<file path="config.mk">
export PLATFORM = sky130hd
export DESIGN_NAME = xpt_cfg_rx
export DESIGN_NICKNAME = d
export VERILOG_FILES = /design/src/rtl/xpt_cfg_pkg.sv /design/src/rtl/xpt_rst_sync.sv /design/src/rtl/xpt_fwd_pipe.sv /design/src/rtl/xpt_cfg_frame.sv /design/src/rtl/xpt_cfg_rx.sv
export SDC_FILE = /design/constraint.sdc
export NUM_CORES = 1
export LEC_CHECK = 0
export BUFFER_PORTS_ARGS = -buffer_cell sky130_fd_sc_hd__buf_2
export CAP_MARGIN = 20
export CORE_UTILIZATION = 60
export CTS_BUF_LIST = sky130_fd_sc_hd__clkbuf_8 sky130_fd_sc_hd__clkbuf_16
export CTS_CLUSTER_DIAMETER = 40
export DETAILED_ROUTE_END_ITERATION = 8
export PLACE_DENSITY = 0.75
export SYNTH_ARGS = -nofsm -noshare
export SYNTH_HDL_FRONTEND = slang
export SYNTH_SLANG_ARGS = --single-unit
</file>
<file path="constraint.sdc">
create_clock -name sclk -period 6.85 [get_ports sclk]
set_input_delay 1.7125 -clock sclk [delete_from_list [all_inputs] [get_ports sclk]]
set_output_delay 1.7125 -clock sclk [all_outputs]
set_load 0.02 [all_outputs]
</file>
<file path="src/rtl/xpt_cfg_pkg.sv">
package xpt_cfg_pkg;

  typedef enum logic {
    RX_HUNT = 1'b0,
    RX_BODY = 1'b1
  } rx_state_e;

  function automatic int max3(input int a, input int b, input int c);
    int m;
    m = (a > b) ? a : b;
    return (m > c) ? m : c;
  endfunction

endpackage

</file>
<file path="src/rtl/xpt_rst_sync.sv">
module xpt_rst_sync (
  input  logic clk,
  input  logic rst_n_in,
  output logic rst_n_out
);

  logic [1:0] sync_q;

  always_ff @(posedge clk or negedge rst_n_in) begin
    if (!rst_n_in) sync_q <= '0;
    else           sync_q <= {sync_q[0], 1'b1};
  end

  assign rst_n_out = sync_q[1];

endmodule

</file>
<file path="src/rtl/xpt_fwd_pipe.sv">
// Seven-stage forward path. On a load strobe the address field that has
// just fully arrived is rewritten, reduced by one, in place.
module xpt_fwd_pipe #(
  parameter int ADDR_W = 6
) (
  input  logic clk,
  input  logic rst_n,
  input  logic en,
  input  logic din,
  input  logic ld,
  output logic dout
);

  localparam int DEPTH = ADDR_W + 1;

  logic [DEPTH-1:0]  pipe_q, pipe_n;
  logic [ADDR_W-1:0] field_w;

  assign field_w = {pipe_q[ADDR_W-2:0], din};

  always_comb begin
    if (ld) pipe_n = {pipe_q[ADDR_W-1], field_w - 1'b1};
    else    pipe_n = {pipe_q[DEPTH-2:0], din};
  end

  always_ff @(posedge clk or negedge rst_n) begin
    if (!rst_n)  pipe_q <= '0;
    else if (en) pipe_q <= pipe_n;
  end

  assign dout = pipe_q[DEPTH-1];

endmodule

</file>
<file path="src/rtl/xpt_cfg_frame.sv">
// Start-pattern hunt, field position tracking, address match, load register
// capture and read-back insertion.
module xpt_cfg_frame
  import xpt_cfg_pkg::*;
#(
  parameter int          SOF_W  = 6,
  parameter int          ADDR_W = 6,
  parameter int          CODE_W = 3,
  parameter int          N_OUT  = 4,
  parameter int          N_IN   = 4,
  parameter logic [5:0]  WR_SOF = 6'b011111,
  parameter logic [5:0]  RD_SOF = 6'b011110,
  parameter int          CFG_W  = CODE_W * N_OUT
) (
  input  logic             clk,
  input  logic             rst_n,
  input  logic             en,
  input  logic             ser_in,
  input  logic [CFG_W-1:0] cfg_cur,
  output logic             row_end,
  output logic             col_end,
  output logic             ins_en,
  output logic             ins_bit,
  output logic [CFG_W-1:0] load_val,
  output logic             err
);

  localparam int BODY_LEN = 2 * ADDR_W + CFG_W;
  localparam int POS_W    = $clog2(BODY_LEN);
  localparam int WIN_W    = max3(SOF_W, ADDR_W, CFG_W);

  rx_state_e        st_q, st_n;
  logic [POS_W-1:0] pos_q, pos_n;
  logic             rd_q, rd_n;
  logic             rz_q, rz_n;
  logic             cz_q, cz_n;
  logic [CFG_W-1:0] sh_q, sh_n;
  logic [CFG_W-1:0] load_q, load_n;
  logic             err_q, err_n;
  logic [WIN_W-2:0] win_q;
  logic [WIN_W-1:0] win_n;

  logic             in_body, last_w, code_w, field_zero, sof_hit, sof_rd;
  logic             addressed, capture, codes_ok;
  logic [CFG_W-1:0] cap_w;

  assign win_n      = {win_q, ser_in};
  assign sof_rd     = (win_n[SOF_W-1:0] == RD_SOF[SOF_W-1:0]);
  assign sof_hit    = (st_q == RX_HUNT) &&
                      ((win_n[SOF_W-1:0] == WR_SOF[SOF_W-1:0]) || sof_rd);
  assign in_body    = (st_q == RX_BODY);
  assign row_end    = in_body && (pos_q == POS_W'(ADDR_W - 1));
  assign col_end    = in_body && (pos_q == POS_W'(2 * ADDR_W - 1));
  assign last_w     = in_body && (pos_q == POS_W'(BODY_LEN - 1));
  assign code_w     = in_body && (pos_q >= POS_W'(2 * ADDR_W));
  assign field_zero = (win_n[ADDR_W-1:0] == '0);
  assign cap_w      = win_n[CFG_W-1:0];
  assign addressed  = rz_q && cz_q;
  assign capture    = en && last_w && !rd_q && addressed;

  always_comb begin
    codes_ok = 1'b1;
    for (int k = 0; k < N_OUT; k++) begin
      if (cap_w[k*CODE_W +: CODE_W] > CODE_W'(N_IN)) codes_ok = 1'b0;
    end
  end

  always_comb begin
    st_n   = st_q;
    pos_n  = pos_q;
    rd_n   = rd_q;
    rz_n   = rz_q;
    cz_n   = cz_q;
    sh_n   = sh_q;
    load_n = load_q;
    err_n  = 1'b0;
    case (st_q)
      RX_HUNT: begin
        if (sof_hit) begin
          st_n  = RX_BODY;
          pos_n = '0;
          rd_n  = sof_rd;
        end
      end
      default: begin
        pos_n = pos_q + 1'b1;
        if (row_end) rz_n = field_zero;
        if (col_end) begin
          cz_n = field_zero;
          sh_n = cfg_cur;
        end
        if (code_w) sh_n = {sh_q[CFG_W-2:0], 1'b0};
        if (last_w) begin
          st_n  = RX_HUNT;
          pos_n = '0;
          if (!rd_q && addressed) begin
            if (codes_ok) load_n = cap_w;
            else          err_n  = 1'b1;
          end
        end
      end
    endcase
  end

  always_ff @(posedge clk or negedge rst_n) begin
    if (!rst_n) begin
      st_q   <= RX_HUNT;
      pos_q  <= '0;
      rd_q   <= 1'b0;
      rz_q   <= 1'b0;
      cz_q   <= 1'b0;
      sh_q   <= '0;
      load_q <= '0;
      err_q  <= 1'b0;
      win_q  <= '0;
    end else if (en) begin
      st_q   <= st_n;
      pos_q  <= pos_n;
      rd_q   <= rd_n;
      rz_q   <= rz_n;
      cz_q   <= cz_n;
      sh_q   <= sh_n;
      load_q <= load_n;
      err_q  <= err_n;
      win_q  <= win_n[WIN_W-2:0];
    end
  end

  assign ins_en   = code_w && rd_q && addressed;
  assign ins_bit  = sh_q[CFG_W-1];
  assign load_val = load_q;
  assign err      = err_q;


  err_src_chk: assert property (@(posedge clk) disable iff (!rst_n)
    $rose(err_q) |-> $past(en && last_w && !rd_q && addressed));


  load_src_chk: assert property (@(posedge clk) disable iff (!rst_n)
    !$stable(load_q) |-> $past(capture && codes_ok));

endmodule

</file>
<file path="src/rtl/xpt_cfg_rx.sv">
module xpt_cfg_rx
  import xpt_cfg_pkg::*;
#(
  parameter int ADDR_W = 6,
  parameter int CODE_W = 3,
  parameter int N_OUT  = 4,
  parameter int N_IN   = 4,
  parameter int CFG_W  = CODE_W * N_OUT
) (
  input  logic             sclk,
  input  logic             rst_n,
  input  logic             ser_in,
  input  logic             load_cfg,
  input  logic             mode_hold,
  output logic             row_dout,
  output logic             row_clk,
  output logic             col_dout,
  output logic             col_clk,
  output logic [CFG_W-1:0] cfg_sel,
  output logic             err_pulse
);

  localparam int N_PORT = 2;

  logic             rst_q, en;
  logic             row_end, col_end, ins_en, ins_bit, fwd_bit;
  logic [CFG_W-1:0] load_val, cfg_q, cfg_n;
  logic [N_PORT-1:0] ld_vec, dout_vec;

  assign en      = !mode_hold;
  assign fwd_bit = ins_en ? ins_bit : ser_in;

  xpt_rst_sync u_rst (
    .clk       (sclk),
    .rst_n_in  (rst_n),
    .rst_n_out (rst_q)
  );

  xpt_cfg_frame #(
    .ADDR_W (ADDR_W),
    .CODE_W (CODE_W),
    .N_OUT  (N_OUT),
    .N_IN   (N_IN),
    .CFG_W  (CFG_W)
  ) u_frame (
    .clk      (sclk),
    .rst_n    (rst_q),
    .en       (en),
    .ser_in   (ser_in),
    .cfg_cur  (cfg_q),
    .row_end  (row_end),
    .col_end  (col_end),
    .ins_en   (ins_en),
    .ins_bit  (ins_bit),
    .load_val (load_val),
    .err      (err_pulse)
  );

  // port 0 feeds the row neighbour and lowers the column field,
  // port 1 feeds the column neighbour and lowers the row field
  assign ld_vec[0] = col_end;
  assign ld_vec[1] = row_end;

  for (genvar g = 0; g < N_PORT; g++) begin : g_port
    xpt_fwd_pipe #(.ADDR_W(ADDR_W)) u_pipe (
      .clk  (sclk),
      .rst_n(rst_q),
      .en   (en),
      .din  (fwd_bit),
      .ld   (ld_vec[g]),
      .dout (dout_vec[g])
    );
  end

  assign row_dout = dout_vec[0];
  assign col_dout = dout_vec[1];
  assign row_clk  = sclk & en;
  assign col_clk  = sclk & en;

  always_comb begin
    cfg_n = cfg_q;
    if (load_cfg) cfg_n = load_val;
  end

  always_ff @(posedge sclk or negedge rst_q) begin
    if (!rst_q)  cfg_q <= '0;
    else if (en) cfg_q <= cfg_n;
  end

  assign cfg_sel = cfg_q;


  cfg_hold_chk: assert property (@(posedge sclk) disable iff (!rst_q)
    !(load_cfg && !mode_hold) |=> $stable(cfg_sel));


  err_once_chk: assert property (@(posedge sclk) disable iff (!rst_q)
    (err_pulse && !mode_hold) |=> !err_pulse);


  hold_frz_chk: assert property (@(posedge sclk) disable iff (!rst_q)
    mode_hold |=> ($stable(err_pulse) && $stable(row_dout) && $stable(col_dout)));

endmodule

</file>
After elaboration in Yosys (flattened, before gate mapping)
Index checks and enable logic that the tools add are counted.
{"block": "word_totals", "register_bits": 73, "in_bits": 5, "romBits": 0, "mem_bits_rw": 0, "latchBits": 0, "n_memories": 0}
{"block": "classes", "n_addsub": 3, "n_mux": 19, "multipliers": 0, "n_lt_le_gt_ge": 5, "div": 0, "n_reduce_logical": 22, "shifts": 0, "eq_ne": 5, "n_bitwise": 3}
{"op": "two-way mux 12 bit", "count": 2}
{"op": "two-way mux 5 bit", "count": 3}
{"op": "== test 6 x 5 -> 1 bit, second input constant", "count": 2}
{"op": "greater-than comparator 3 bit, second input constant", "count": 4}
{"op": "two-way mux 1 bit", "count": 12}
{"op": "two-way mux 6 bit", "count": 2}
{"op": "AND reduction 3 bit", "count": 4}
{"op": "subtractor 6 x 1 -> 6 bit, second input constant", "count": 2}
{"op": "logical AND 1 bit", "count": 9}
{"op": "zero test 6 bit", "count": 1}
{"op": "adder 5 x 1 -> 5 bit, second input constant", "count": 1}
{"op": "== test 5 x 3 -> 1 bit, second input constant", "count": 1}
{"op": "== test 5 x 4 -> 1 bit, second input constant", "count": 1}
{"op": "== test 5 bit, second input constant", "count": 1}
{"op": "greater-or-equal comparator 5 x 4 -> 1 bit, second input constant", "count": 1}
{"op": "AND reduction 5 bit", "count": 1}
{"op": "AND reduction 2 bit", "count": 2}
{"op": "nonzero test 2 bit", "count": 2}
{"op": "zero test 1 bit", "count": 2}
{"op": "NOT 1 bit", "count": 2}
{"op": "AND 1 bit", "count": 1}
{"op": "logical OR 1 bit", "count": 1}

Depth between registers and ports, before layout
{"block": "depth", "ltp_word": 9, "depth_mapped": 8, "depth_no_buf": 7}

Hierarchy
A second synthesis with hierarchy kept.
{"block": "hier_totals", "hier_cells": 272, "hier_area_um2": 3344.5}
{"module": "xpt_cfg_frame", "area_per_inst_um2": 2044.5, "instances": 1, "seq_area_each_um2": 1126.1, "cells_per_inst": 169}
{"module": "xpt_fwd_pipe", "area_per_inst_um2": 354.1, "instances": 2, "seq_area_each_um2": 175.2, "cells_per_inst": 35}
{"module": "xpt_cfg_rx", "area_per_inst_um2": 538.0, "instances": 1, "seq_area_each_um2": 300.3, "cells_per_inst": 30}
{"module": "xpt_rst_sync", "area_per_inst_um2": 53.8, "instances": 1, "seq_area_each_um2": 50.0, "cells_per_inst": 3}

==> results.txt <==
worst hold path class - register to register
TritonCTS clock tree - built
area share of fa/ha/maj cells after synthesis - 1.84%
static leakage power - 1.89 nW
largest stage delay on the critical path - 180 ps
total track usage - 23.8%
horizontal extent of the die - 77.4 um
fin util - 71.2%
total standard cell area after synthesis - 0.00341 sq mm
cell with the most instances on the worst path - sky130_fd_sc_hd__clkbuf_8
clock-pin slew on the worst setup and hold paths - 80 ps
status - complete, no violations
Routability Congestion - 0.749
Filler Cells Inserted - 396
data arrival time of the worst path - 4700 ps
I/O pin count - 22
simple-gate share of the synthesized area - 12.4%
warnings from Yosys - 0
Crit Path Category - clock port to output port
average wire length per cell after detail routing - 15.7 um
cell-by-cell listing of the critical path - clkbuf_8 -> clkbuf_8 -> clkbuf_8 -> clkbuf_8 -> clkbuf_8 -> clkbuf_8 -> nor2b_1 -> clkbuf_8 -> clkbuf_8 -> buf_2
slowest library cell on the worst path - sky130_fd_sc_hd__clkbuf_8
syn avg cell area - 12.0 sq um
Post-Place Cells - 363
syn nets - 293
worst setup slack after layout - 440 ps
Syn Inst Count - 283
wire length after detailed routing - 6100 um
fraction of layout instances using a drive strength above 1 - 30.6%
setup repair after global routing missed its margin - false
number of enable flip-flop cells after synthesis - 0
number of remaining DRC errors - 0
largest family of logic cells by synthesized area - multiplexers
diodes inserted - 0
number of global-route vias before repair - 2207
flops & latches, synth - 73
count of non-filler cells in the finished layout - 389
Initial Utilization - 62.3%
fraction of the mapped netlist area in compound gates - 8.96%
post-route antenna net violation count - 0
fraction of synthesized cell area in xor and xnor cells - 1.29%
Final nets - 322
Setup-failing EPs final - 0
number of vias per cell after detailed routing - 5.70
proportion of synthesized area in mux cells - 18.8%
Syn-to-layout area delta - 14.4%
antenna violations before repair - 0
number of buffers added for setup after CTS - 0
Critical Path RT - 5140 ps
die boundary height - 77.4 um
DP HPWL - 3930 um
post-synth cell types - 50
overall power - 1.24 mW
length of the first detailed-routing pass in iterations - 4
Core Area - 0.00547 sq mm
largest clock skew in the final design - 9.96 ps
power per cell area - 318 mW/mm^2
number of failing hold endpoints at the final stage - 0
WHS Path Cells - 0
count of cells along the worst register-to-register path - 5
CTS resizes - 0
aggregate negative setup slack - 0 ps
worst-skew pair later-pin latency - 460 ps
hold buffer count at cts - 0
Worst slew margin - 29.1%
Crit. path cell count - 10
DR vias - 2216
die area - 0.00598 sq mm
maximum fanout encountered on the critical timing path - 2
GRT overflow - 0
largest net degree at the start of global routing - 72
wire length of the first global-routing pass - 10200 um
slew at the pin closest to its max-slew limit - 1060 ps
Rows - 27
share of flip-flops with an asynchronous set or reset after synthesis - 100%
total of buffers placed on input and output ports - 21
worst slack, placed - 1410 ps
buffers plus inverters on the worst setup path - 9
Top Family by Delay on Critical Path - buffers and inverters
maximum vdd ir drop - 0.000312 V
Final Slew Violations - 0
max-capacitance violation count - 0
crit path launch type - clock port
crit path capture type - output port
Synth Flop Type - sky130_fd_sc_hd__dfrtp_1
number of DRC violations after detailed-routing iteration 0 - 144
portion of the post-synthesis area used by sequential elements - 53.6%
==> cells in the mapped netlist, drive strengths merged (3+ instances only) <==
master	instances	area share, %
nor2	8	0.88
buf	9	1.7
nand4	4	0.73
o21a	3	0.66
a21oi	4	0.59
nor2b	5	1.1
ha	5	1.8
clkbuf	6	0.66
inv	6	0.66
nand2	27	3.0
nand3	5	0.73
mux2i	13	3.8
mux2	42	15
nor3	5	0.73
a22o	3	0.77
nand2b	4	0.73
xor2	3	0.77
o21ai	26	3.8
dfrtp	73	54
==> metrics by stage <==
step	area [sq um]	hold slack, ps
global placement	3540	336
global route	3900	362
detailed placement	3540	335
CTS	3900	354
floorplan	3410	331
finish	3900	353
==> flip-flops by register name, indices dropped and copies added (netlist names) <==
name and cells:
g_port.u_pipe.pipe_q 14, u_frame.sh_q 12, u_frame.pos_q 5, u_frame.rd_q 1, u_frame.in_body 1, u_rst.sync_q 2, u_frame.rz_q 1, u_frame.win_q 11
u_frame.cz_q 1, cfg_sel 12, u_frame.load_val 12, u_frame.err 1
==> final timing paths <==
check	end	slack, ps	start
max	row_clk	440	sclk
min	u_rst.sync_q[1]	350	u_rst.sync_q[0]
max reg2reg	u_frame.load_val[0]	4390	u_frame.pos_q[0]
min reg2reg	u_rst.sync_q[1]	350	u_rst.sync_q[0]
max in group asynchronous	u_rst.sync_q[1]	5720	rst_n
min in group asynchronous	u_frame.load_val[9]	480	u_rst.sync_q[1]
==> cell usage in the layout, fill, tap and decap left out, types with 2 or more instances in the layout <==
| master | count |
|---|---|
| sky130_fd_sc_hd__xor2_1 | 3 |
| sky130_fd_sc_hd__dfrtp_1 | 72 |
| sky130_fd_sc_hd__nor2_1 | 8 |
| sky130_fd_sc_hd__nand4b_1 | 2 |
| sky130_fd_sc_hd__clkinv_4 | 2 |
| sky130_fd_sc_hd__and4_1 | 2 |
| sky130_fd_sc_hd__nand2_1 | 26 |
| sky130_fd_sc_hd__o21a_1 | 3 |
| sky130_fd_sc_hd__mux2_4 | 10 |
| sky130_fd_sc_hd__mux2i_1 | 13 |
| sky130_fd_sc_hd__inv_1 | 7 |
| sky130_fd_sc_hd__a22o_1 | 3 |
| sky130_fd_sc_hd__nand2b_1 | 4 |
| sky130_fd_sc_hd__nor3_1 | 5 |
| sky130_fd_sc_hd__a21oi_1 | 4 |
| sky130_fd_sc_hd__o21ai_0 | 25 |
| sky130_fd_sc_hd__nand4_1 | 4 |
| sky130_fd_sc_hd__a31oi_1 | 2 |
| sky130_fd_sc_hd__a221oi_1 | 2 |
| sky130_fd_sc_hd__bufinv_16 | 2 |
| sky130_fd_sc_hd__buf_4 | 2 |
| sky130_fd_sc_hd__a211oi_1 | 2 |
| sky130_fd_sc_hd__mux2_2 | 32 |
| sky130_fd_sc_hd__xnor2_1 | 2 |
| sky130_fd_sc_hd__nor2b_1 | 4 |
| sky130_fd_sc_hd__clkbuf_8 | 19 |
| sky130_fd_sc_hd__nand3_1 | 5 |
| sky130_fd_sc_hd__ha_1 | 5 |
| sky130_fd_sc_hd__buf_2 | 21 |
==> where the power goes <==
group	leakage [nW]	internal [mW]	switching, mW	total [mW]
Combinational	0.744	0.0808	0.0865	0.167
Sequential	0.953	0.485	0.0716	0.556
Clock	0.198	0.318	0.198	0.516
Total	1.89	0.884	0.356	1.24
==> worst reg2reg max path, delay by kind of cell (launching register included) <==
kind | cells | cell delay [ps]
and+or+nand+nor | 3 | 1190
DFF | 1 | 440
muxes | 1 | 420
adders and majority gates | 1 | 310
==> layout make-up <==
type / count / area, sq um / area share [%]
Clock inverter: 7 / 95.1 / 2.44
Inverter: 6 / 22.5 / 0.578
Timing Repair Buffer: 21 / 110 / 2.83
Tap cell: 72 / 90.1 / 2.31
Clock buffer: 21 / 272 / 6.97
Sequential cell: 73 / 1830 / 46.9
Multi-Input combinational cell: 189 / 1480 / 38.0
==> logic make-up after synthesis <==
logic type / count (synthesis)
mux: 55
other cells: 1
xor+xnor: 5
fa+ha+maj: 5
compound gates: 49
flops: 73
simple gates: 74
buf+inv: 21
==> metal layers <==
layer  wire length (um)  track usage [%]  share of wire [%]
met5                  0                0                  0
met4                114             15.8                1.9
met3                253             11.3                4.1
met2               2770             31.9                 45
met1               2960             30.5                 48
No activity file was read; power rests on OpenSTA's default activity.
